===== src/rtl/rba_pkg.sv =====
package rba_pkg;

  // Modular age test: a is older than b when (a - b) is negative in w bits.
  function automatic logic stamp_older(input logic [31:0] a, input logic [31:0] b, input int w);
    logic [31:0] diff;
    diff = a - b;
    return diff[w-1];
  endfunction

endpackage


===== src/rtl/rba_prio_matrix.sv =====
module rba_prio_matrix #(
  parameter int N     = 6,
  parameter int TAG_W = 8,
  parameter int CYC_W = 16
) (
  input  logic [N-1:0]       req,
  input  logic [N*TAG_W-1:0] tags,
  input  logic [N*CYC_W-1:0] stamps,
  output logic [N*N-1:0]     beats   // beats[i*N+j]: request i outranks request j
);
  for (genvar gi = 0; gi < N; gi++) begin : g_row
    for (genvar gj = 0; gj < N; gj++) begin : g_col
      if (gi == gj) begin : g_self
        assign beats[gi*N+gj] = 1'b0;
      end else begin : g_pair
        logic [TAG_W-1:0] ti, tj;
        logic i_old, j_old, win;
        assign ti    = tags[gi*TAG_W +: TAG_W];
        assign tj    = tags[gj*TAG_W +: TAG_W];
        assign i_old = rba_pkg::stamp_older(32'(stamps[gi*CYC_W +: CYC_W]),
                                            32'(stamps[gj*CYC_W +: CYC_W]), CYC_W);
        assign j_old = rba_pkg::stamp_older(32'(stamps[gj*CYC_W +: CYC_W]),
                                            32'(stamps[gi*CYC_W +: CYC_W]), CYC_W);
        always_comb begin
          if (i_old)         win = 1'b1;
          else if (j_old)    win = 1'b0;
          else if (ti != tj) win = (ti < tj);
          else               win = (gi < gj);
        end
        assign beats[gi*N+gj] = req[gi] & req[gj] & win;
      end
    end
  end
endmodule


===== src/rtl/rba_rank.sv =====
module rba_rank #(
  parameter int N  = 6,
  parameter int R  = 2,
  localparam int RW = $clog2(N + 1)
) (
  input  logic [N-1:0]    req,
  input  logic [N*N-1:0]  beats,
  output logic [N*RW-1:0] rank,
  output logic [N-1:0]    grant
);
  for (genvar gi = 0; gi < N; gi++) begin : g_unit
    logic [RW-1:0] cnt;
    always_comb begin
      cnt = '0;
      for (int j = 0; j < N; j++) cnt = cnt + RW'(beats[j*N+gi]);
    end
    assign rank[gi*RW +: RW] = cnt;
    assign grant[gi]         = req[gi] && (cnt < RW'(R));
  end

  always_comb begin
    a_r1_bus_limit: assert ($countones(grant) <= R);
    a_r1_fill: assert ($countones(grant) ==
                       (($countones(req) < R) ? $countones(req) : R));
  end
endmodule


===== src/rtl/rba_bus_drive.sv =====
module rba_bus_drive #(
  parameter int N     = 6,
  parameter int R     = 2,
  parameter int TAG_W = 8,
  parameter int REG_W = 7,
  localparam int RW   = $clog2(N + 1)
) (
  input  logic [N-1:0]       grant,
  input  logic [N*RW-1:0]    rank,
  input  logic [N*TAG_W-1:0] tags,
  input  logic [N*REG_W-1:0] dsts,
  input  logic [N-1:0]       dst_en,
  output logic [R-1:0]       bus_valid,
  output logic [R*TAG_W-1:0] bus_tag,
  output logic [R*REG_W-1:0] bus_dst,
  output logic [R-1:0]       bus_wr
);
  for (genvar gk = 0; gk < R; gk++) begin : g_bus
    logic [N-1:0]     sel;
    logic [TAG_W-1:0] t;
    logic [REG_W-1:0] d;
    logic             w;
    always_comb begin
      for (int i = 0; i < N; i++) sel[i] = grant[i] && (rank[i*RW +: RW] == RW'(gk));
    end
    always_comb begin
      t = '0;
      d = '0;
      w = 1'b0;
      for (int i = 0; i < N; i++) begin
        if (sel[i]) begin
          t = t | tags[i*TAG_W +: TAG_W];
          d = d | dsts[i*REG_W +: REG_W];
          w = w | dst_en[i];
        end
      end
    end
    assign bus_valid[gk]               = |sel;
    assign bus_tag[gk*TAG_W +: TAG_W]  = t;
    assign bus_dst[gk*REG_W +: REG_W]  = d;
    assign bus_wr[gk]                  = w;

    always_comb begin
      a_r3_single_source: assert ($onehot0(sel));
    end
    if (gk > 0) begin : g_pack
      always_comb begin
        a_r7_packed: assert (!bus_valid[gk] || bus_valid[gk-1]);
      end
    end
  end
endmodule


===== src/rtl/rb_arbiter.sv =====
module rb_arbiter #(
  parameter int NUM_UNITS = 6,
  parameter int NUM_BUSES = 2,
  parameter int TAG_W     = 8,
  parameter int REG_W     = 7,
  parameter int CYC_W     = 16
) (
  input  logic [NUM_UNITS-1:0]       cmp_valid,
  output logic [NUM_UNITS-1:0]       cmp_ready,
  input  logic [NUM_UNITS*TAG_W-1:0] cmp_tag,
  input  logic [NUM_UNITS*REG_W-1:0] cmp_dst,
  input  logic [NUM_UNITS-1:0]       cmp_dst_en,
  input  logic [NUM_UNITS*CYC_W-1:0] cmp_cycle,
  output logic [NUM_BUSES-1:0]       bus_valid,
  output logic [NUM_BUSES*TAG_W-1:0] bus_tag,
  output logic [NUM_BUSES*REG_W-1:0] bus_dst,
  output logic [NUM_BUSES-1:0]       bus_wr
);
  localparam int RW = $clog2(NUM_UNITS + 1);

  // reject illegal sizing at elaboration
  if (NUM_BUSES < 1 || NUM_BUSES > NUM_UNITS || CYC_W > 32) begin : g_bad_params
    $error("rb_arbiter: illegal parameters (R9)");
  end

  logic [NUM_UNITS*NUM_UNITS-1:0] beats;
  logic [NUM_UNITS*RW-1:0]        rank;
  logic [NUM_UNITS-1:0]           grant;

  rba_prio_matrix #(.N(NUM_UNITS), .TAG_W(TAG_W), .CYC_W(CYC_W)) u_matrix (
    .req(cmp_valid), .tags(cmp_tag), .stamps(cmp_cycle), .beats(beats)
  );

  rba_rank #(.N(NUM_UNITS), .R(NUM_BUSES)) u_rank (
    .req(cmp_valid), .beats(beats), .rank(rank), .grant(grant)
  );

  rba_bus_drive #(.N(NUM_UNITS), .R(NUM_BUSES), .TAG_W(TAG_W), .REG_W(REG_W)) u_drive (
    .grant(grant), .rank(rank), .tags(cmp_tag), .dsts(cmp_dst), .dst_en(cmp_dst_en),
    .bus_valid(bus_valid), .bus_tag(bus_tag), .bus_dst(bus_dst), .bus_wr(bus_wr)
  );

  assign cmp_ready = grant;

  always_comb begin
    a_r2_ready_needs_valid: assert ((cmp_ready & ~cmp_valid) == '0);
    a_r8_wr_only_on_valid: assert ((bus_wr & ~bus_valid) == '0);
    a_r4_idle_buses: assert ((cmp_valid != '0) || (bus_valid == '0));
  end
endmodule


===== config.mk =====
export PLATFORM = sky130hd
export DESIGN_NAME = rb_arbiter
export DESIGN_NICKNAME = d
export VERILOG_FILES = /design/src/rtl/rba_pkg.sv /design/src/rtl/rba_prio_matrix.sv /design/src/rtl/rba_rank.sv /design/src/rtl/rba_bus_drive.sv /design/src/rtl/rb_arbiter.sv
export SDC_FILE = /design/constraint.sdc
export NUM_CORES = 1
export LEC_CHECK = 0
export CAP_MARGIN = 20
export CORE_UTILIZATION = 40
export DETAILED_ROUTE_END_ITERATION = 6
export PLACE_DENSITY = 0.65
export SYNTH_ARGS = -nofsm -noshare
export SYNTH_HDL_FRONTEND = slang
export SYNTH_SLANG_ARGS = --single-unit

===== constraint.sdc =====
create_clock -name vclk -period 6.5
set_input_delay 1.3 -clock vclk [all_inputs]
set_output_delay 1.3 -clock vclk [all_outputs]
set_load 0.02 [all_outputs]

# After elaboration in Yosys (flattened, before gate mapping)
# Index checks and enable logic that the tools add are counted.
# totals
ff_bits,0
latchBits,0
ramBits,0
mem_bits_ro,0
output_inout_bits,40
memories,0
# op_classes
n_addsub,54
n_mul,0
n_div,0
magnitude_cmp,36
n_eq_ne,36
shifts,0
mux,126
bitwise_logic,75
n_reduce_logical,26
# ops
operator,count
$sub A16 B16 Y16,30
$lt A8 B8 Y1,30
$ne A8 B8 Y1,30
$mux W1,102
$mux W8,12
$mux W7,12
$or A8 B8 Y8,10
$or A7 B7 Y7,10
$add A3 B1 Y3,18
$and A1 B1 Y1,45
$eq A3 B1 Y1 const B,6
$logic_and A1 B1 Y1,18
$logic_not A3 Y1,6
$lt A3 B2 Y1 const B,6
$add A1 B1 Y2,6
$reduce_or A6 Y1,2
$or A1 B1 Y1,10

# Depth between registers and ports, before layout
# depth
word_depth,23
ltp_mapped,22

# Modules after synthesis
# Synthesis repeated with hierarchy kept, for this count alone.
# hier_totals
cells_unflattened,1769
area_unflattened_um2,14387.5
# by_module_without_submodules
module,instances,cells_each,area_per_inst_um2,seq_area_each_um2
rba_prio_matrix,1,1522,12345.6,0.0
rba_bus_drive,1,181,1396.3,0.0
rba_rank,1,66,645.6,0.0

# Worst setup path before layout
# OpenSTA, ideal clock, no wires.
# synth_timing
kind,input port to output port
startpoint,in cmp_cycle[14]
endpoint,out bus_dst[11]
arrival_time_ps,5694
required_ps,5200
path_slack_ps,-494
stages,17
n_path_buf,2
path_cell_list,inv_1 > ha_1 > nand4_1 > or3_1 > o31ai_1 > o21bai_1 > a21oi_1 > ha_1 > fa_1 > ha_1 > fa_1 > nor3b_1 > and2_1 > buf_2 > buf_2 > a22oi_1 > nand3_1
# synth_between
elab_chain_cells,22
elab_cells_between_ends,99
classes_between,34 x add/sub; 6 x order compare; 6 x eq/ne; 26 x mux; 15 x bitwise; 12 x reduce/logical
# synth_rtl
element,line_no,rtl
from (decl),rb_arbiter.sv:13,"input logic [NUM_UNITS*CYC_W-1:0] cmp_cycle,"
$sub A16 B16 Y16,rba_pkg.sv:6,diff = a - b;
$mux W1,rba_prio_matrix.sv:26,else if (j_old) win = 1'b0;
$mux W1,rba_prio_matrix.sv:25,if (i_old) win = 1'b1;
$and A1 B1 Y1,rba_prio_matrix.sv:30,assign beats[gi*N+gj] = req[gi] & req[gj] & win;
$add A1 B1 Y2,rba_rank.sv:15,for (int j = 0; j < N; j++) cnt = cnt + RW'(beats[j*N+gi]);
$add A3 B1 Y3 (2 in a row),rba_rank.sv:15,
$add A3 B1 Y3 (*),rba_rank.sv:15,
$lt A3 B2 Y1 (*),rba_rank.sv:18,assign grant[gi] = req[gi] && (cnt < RW'(R));
[1 not listed],-,
named net cmp_ready[0],rb_arbiter.sv:9,"output logic [NUM_UNITS-1:0] cmp_ready,"
[4 not listed],-,
$or A7 B7 Y7,rba_bus_drive.sv:33,d = d | dsts[i*REG_W +: REG_W];
$mux W7 (*),rba_bus_drive.sv:31,if (sel[i]) begin
$or A7 B7 Y7,rba_bus_drive.sv:33,
$mux W7 (*),rba_bus_drive.sv:31,
$or A7 B7 Y7,rba_bus_drive.sv:33,
$mux W7 (*),rba_bus_drive.sv:31,
$or A7 B7 Y7,rba_bus_drive.sv:33,
$mux W7 (*),rba_bus_drive.sv:31,
to (decl),rb_arbiter.sv:16,"output logic [NUM_BUSES*REG_W-1:0] bus_dst,"
# Mark *: on every way through the listed nets, which the timed path passes. The rest lies on a longest branch.

# Final worst setup path
# layout_timing
startpoint,in cmp_cycle[22]
endpoint,out bus_dst[12]
# layout_between
elab_chain_cells,22
elab_cells_between_ends,99
classes_between,34 x add/sub; 6 x order compare; 6 x eq/ne; 26 x mux; 15 x bitwise; 12 x reduce/logical
# layout_rtl
element,line_no
$sub A16 B16 Y16,rba_pkg.sv:6
$mux W1,rba_prio_matrix.sv:26
$mux W1,rba_prio_matrix.sv:25
$and A1 B1 Y1,rba_prio_matrix.sv:30
$add A1 B1 Y2,rba_rank.sv:15
$add A3 B1 Y3 (3 in a row),rba_rank.sv:15
$lt A3 B2 Y1,rba_rank.sv:18
$logic_and A1 B1 Y1,rba_rank.sv:18
[4 not listed],-
$or A7 B7 Y7,rba_bus_drive.sv:33
$mux W7,rba_bus_drive.sv:31
$or A7 B7 Y7,rba_bus_drive.sv:33
$mux W7,rba_bus_drive.sv:31
$or A7 B7 Y7,rba_bus_drive.sv:33
$mux W7,rba_bus_drive.sv:31
$or A7 B7 Y7,rba_bus_drive.sv:33
$mux W7 (*),rba_bus_drive.sv:31
# Mark *: on every way between the ends. The rest lies on a longest branch, timed or not.

==> flow_summary.yaml <==
run_status:
  run_status: "complete, but fails checks"
  violations: "setup timing"
worst_setup_path:
  cp_top_family: "adder cells"
  critical_path.startpoint_type: "input pin"
  critical_path.endpoint_type: "output port"
  startpoint_to_endpoint_class_of_the_critical_path: "in -> out"
  critical-path-max-stage-delay_ns: 0.55
  buf_inv_stages_crit_path: 6
  worstPathRequired_ns: 5.20
  timing.critical_path.fanout_max: 5
  crit_slowest_cell: "sky130_fd_sc_hd__fa_1"
  cells_traversed_along_the_worst_timing_path: "buf_2 > buf_6 > ha_4 > nand4_1 > nor2_2 > a21oi_4 > o211ai_1 > xnor2_1 > buf_4 > o22ai_4 > ha_4 > fa_1 > ha_2 > fa_1 > nor3b_4 > buf_4 > and2_4 > buf_12 > a22oi_2 > nand3_2 > buf_6"
  critical_path_depth: 21
  crit_path_start: "cmp_cycle[22]"
  crit_path_end: "bus_dst[12]"
  worst_ep_arrival_time_ns: 5.86
drt:
  route.detailed.vias_per_inst: 6.21
  drc: 0
  detailedRoute.firstIterationViolations: 1708
  antenna_violating_nets_post_route: 0
  vias_post_dr: 19280
  drt-total-wl_mm: 76.4
  wire_per_inst_microns: 24.6
  drt_pass1_iterations: 5
final_layout:
  post_route_cells_drive_above_1_share_pct: 46.1
  area_of_the_multi_input_gates_sq_um: 16400
  fillCellCount: 2454
  layout.area.seq_sq_um: 0
  count_of_clock_buffers_in_the_final_design: 0
  sequential_cell_total: 0
  syn2layout_area_growth_pct: 76.3
  net_count_of_the_finished_layout: 3413
synthesis:
  yosys-top-cells-count: "552 x sky130_fd_sc_hd__ha_1, 197 x sky130_fd_sc_hd__a21oi_1, 156 x sky130_fd_sc_hd__inv_1, 99 x sky130_fd_sc_hd__a22oi_1, 95 x sky130_fd_sc_hd__nand2_1"
  seq_area_frac_synth_pct: 0
  syn-cell-area_sq_um: 14300
  yosysWarnings: 0
  post-synth-top-area-cell: "sky130_fd_sc_hd__ha_1"
  number_of_different_library_cells_in_the_post_synthesis_netlist: 64
  synth_top_area_share_pct: 48.2
  dominant_cell_by_count_in_the_synthesized_netlist: "sky130_fd_sc_hd__ha_1"
  synth_area_per_cell_sq_um: 7.93
  net_count_synth: 2569
  post_synth_inst_count: 1807
  ys_top_cells_by_area: "sky130_fd_sc_hd__ha_1 48%, sky130_fd_sc_hd__a21oi_1 6.9%, sky130_fd_sc_hd__a22oi_1 5.2%"
grt:
  grt_max_degree: 18
  first_global_vias: 19889
  grt_remaining_overflow: 0
  grt_usage_pct: 39.1
  global_route_wire_length_before_repair_mm: 110
  number_of_antenna_violations_at_the_first_check_in_global_routing: 5
sta:
  max_clock_freq_ghz: 0.140
  drv_slew: 0
  holdWs_ns: 2.99
  setup_viol: 35
  grt_setup_unrepaired: "true"
  final_hold_viol_count: 0
  timing_worst_slew_pin_value_ns: 0.525
  slew-limit-headroom_pct: 64.6
  fin_crit_ns: 7.16
  final_critical_path_setup_slack_ns: -0.660
  final_min_period_over_clock_period_pct: 110
clocking:
  holdBufCountCts: 0
power:
  report.power.total_uw: 3390
  powerDensity_nw_per_um2: 134
  leakage_power_uw: 0.0123
  peakVddDrop_uv: 221
floorplanning:
  die-width_microns: 191
  num_io_pins: 238
  die_area_sq_um: 36600
  initial_utilization_pct: 41.1
  core_area_sq_um: 34900
  rows: 68
  die_height_microns: 191
job:
  timing.max_cap.violations: 0
place:
  place.port_buffers: 238
  gpl.final_weighted_congestion: 1.10
  detailedPlacementHpwl_mm: 55.5
min_path:
  hp-class: "in -> out"
  min_path_cells: 4
==> how the worst min path moves through the flow <==
stage / start / end / slack (ns)
4_1_cts: cmp_tag[46] / bus_tag[14] / 3.14
2_1_floorplan: cmp_dst[21] / bus_dst[0] / 2.75
3_3_place_gp: cmp_dst[26] / bus_dst[5] / 3.79
3_5_place_dp: cmp_dst[21] / bus_dst[0] / 3.80
6_report: cmp_tag[46] / bus_tag[6] / 2.99
5_1_grt: cmp_tag[46] / bus_tag[6] / 3.00
==> cells by family after synthesis <==
kind of cell    count (synthesis)  synth area share [%]
mux                            14                  1.00
simple gates                  407                  14.7
xor+xnor                       30                  1.83
compound gates                601                  27.5
fa+ha+maj                     564                  49.9
buf+inv                       191                  5.17
==> report_power, final <==
| part | internal (uW) | switching, uW |
|---|---|---|
| Combinational | 1630 | 1760 |
| Clock | 0.0000412 | 0 |
| Sequential | 0 | 0 |
==> metrics by stage <==
| step | setup WS, ns | TNS (ns) | area, sq um | utilization, % | std cells |
|---|---|---|---|---|---|
| floorplan | -0.111 | -2.38 | 14800 | - | 1807 |
| global placement | -1.48 | -53.31 | 21600 | 61.8 | 2991 |
| detailed placement | -1.55 | -57.11 | 21600 | 61.8 | 2991 |
| CTS | -0.503 | -16.00 | 24700 | 70.7 | 3075 |
| global route | -0.929 | -29.29 | 25300 | 72.4 | 3106 |
| finish | -0.660 | -19.11 | 25300 | 72.4 | 3106 |
==> metal layers <==
metal  share of wire (%)  up-vias  track usage [%]
li1                    -     8486                -
met1                  36     9066             44.1
met2                  45     1245             64.9
met3                  10      479             8.06
met4                 8.7        4             28.8
met5               0.030        -                0
==> final cells by class <==
cell class / instances / area share [%]
inverters: 156 / 2.51
diodes: 2 / 0.0198
well taps: 455 / 2.25
repair buffers: 875 / 30.2
multi-input cells: 1618 / 65.0
==> layout by cell type (no fill, tap or decap), types with 18 or more instances in the layout <==
cell	instances
sky130_fd_sc_hd__nor2_1	59
sky130_fd_sc_hd__ha_1	445
sky130_fd_sc_hd__a21o_1	56
sky130_fd_sc_hd__nand3_1	18
sky130_fd_sc_hd__dlygate4sd2_1	41
sky130_fd_sc_hd__clkdlybuf4s50_1	73
sky130_fd_sc_hd__inv_2	43
sky130_fd_sc_hd__o21ai_0	36
sky130_fd_sc_hd__buf_12	18
sky130_fd_sc_hd__nand4_1	62
sky130_fd_sc_hd__buf_6	111
sky130_fd_sc_hd__a211o_1	19
sky130_fd_sc_hd__o21a_1	31
sky130_fd_sc_hd__o21ai_1	32
sky130_fd_sc_hd__inv_1	97
sky130_fd_sc_hd__nand3_2	30
sky130_fd_sc_hd__ha_4	97
sky130_fd_sc_hd__a21oi_2	36
sky130_fd_sc_hd__nand2_1	89
sky130_fd_sc_hd__a22oi_2	88
sky130_fd_sc_hd__a21oi_1	155
sky130_fd_sc_hd__buf_2	48
sky130_fd_sc_hd__nor2b_1	22
sky130_fd_sc_hd__nand2b_1	33
sky130_fd_sc_hd__buf_4	537
==> what timing repair did <==
item,4_1_cts,5_1_grt
setup buffers,74,39
pin swaps,190,152
gates cloned,16,4
endpoints found under the setup margin,40,40
gates resized for setup,1005,182
Power figures use the tool's default switching activity.
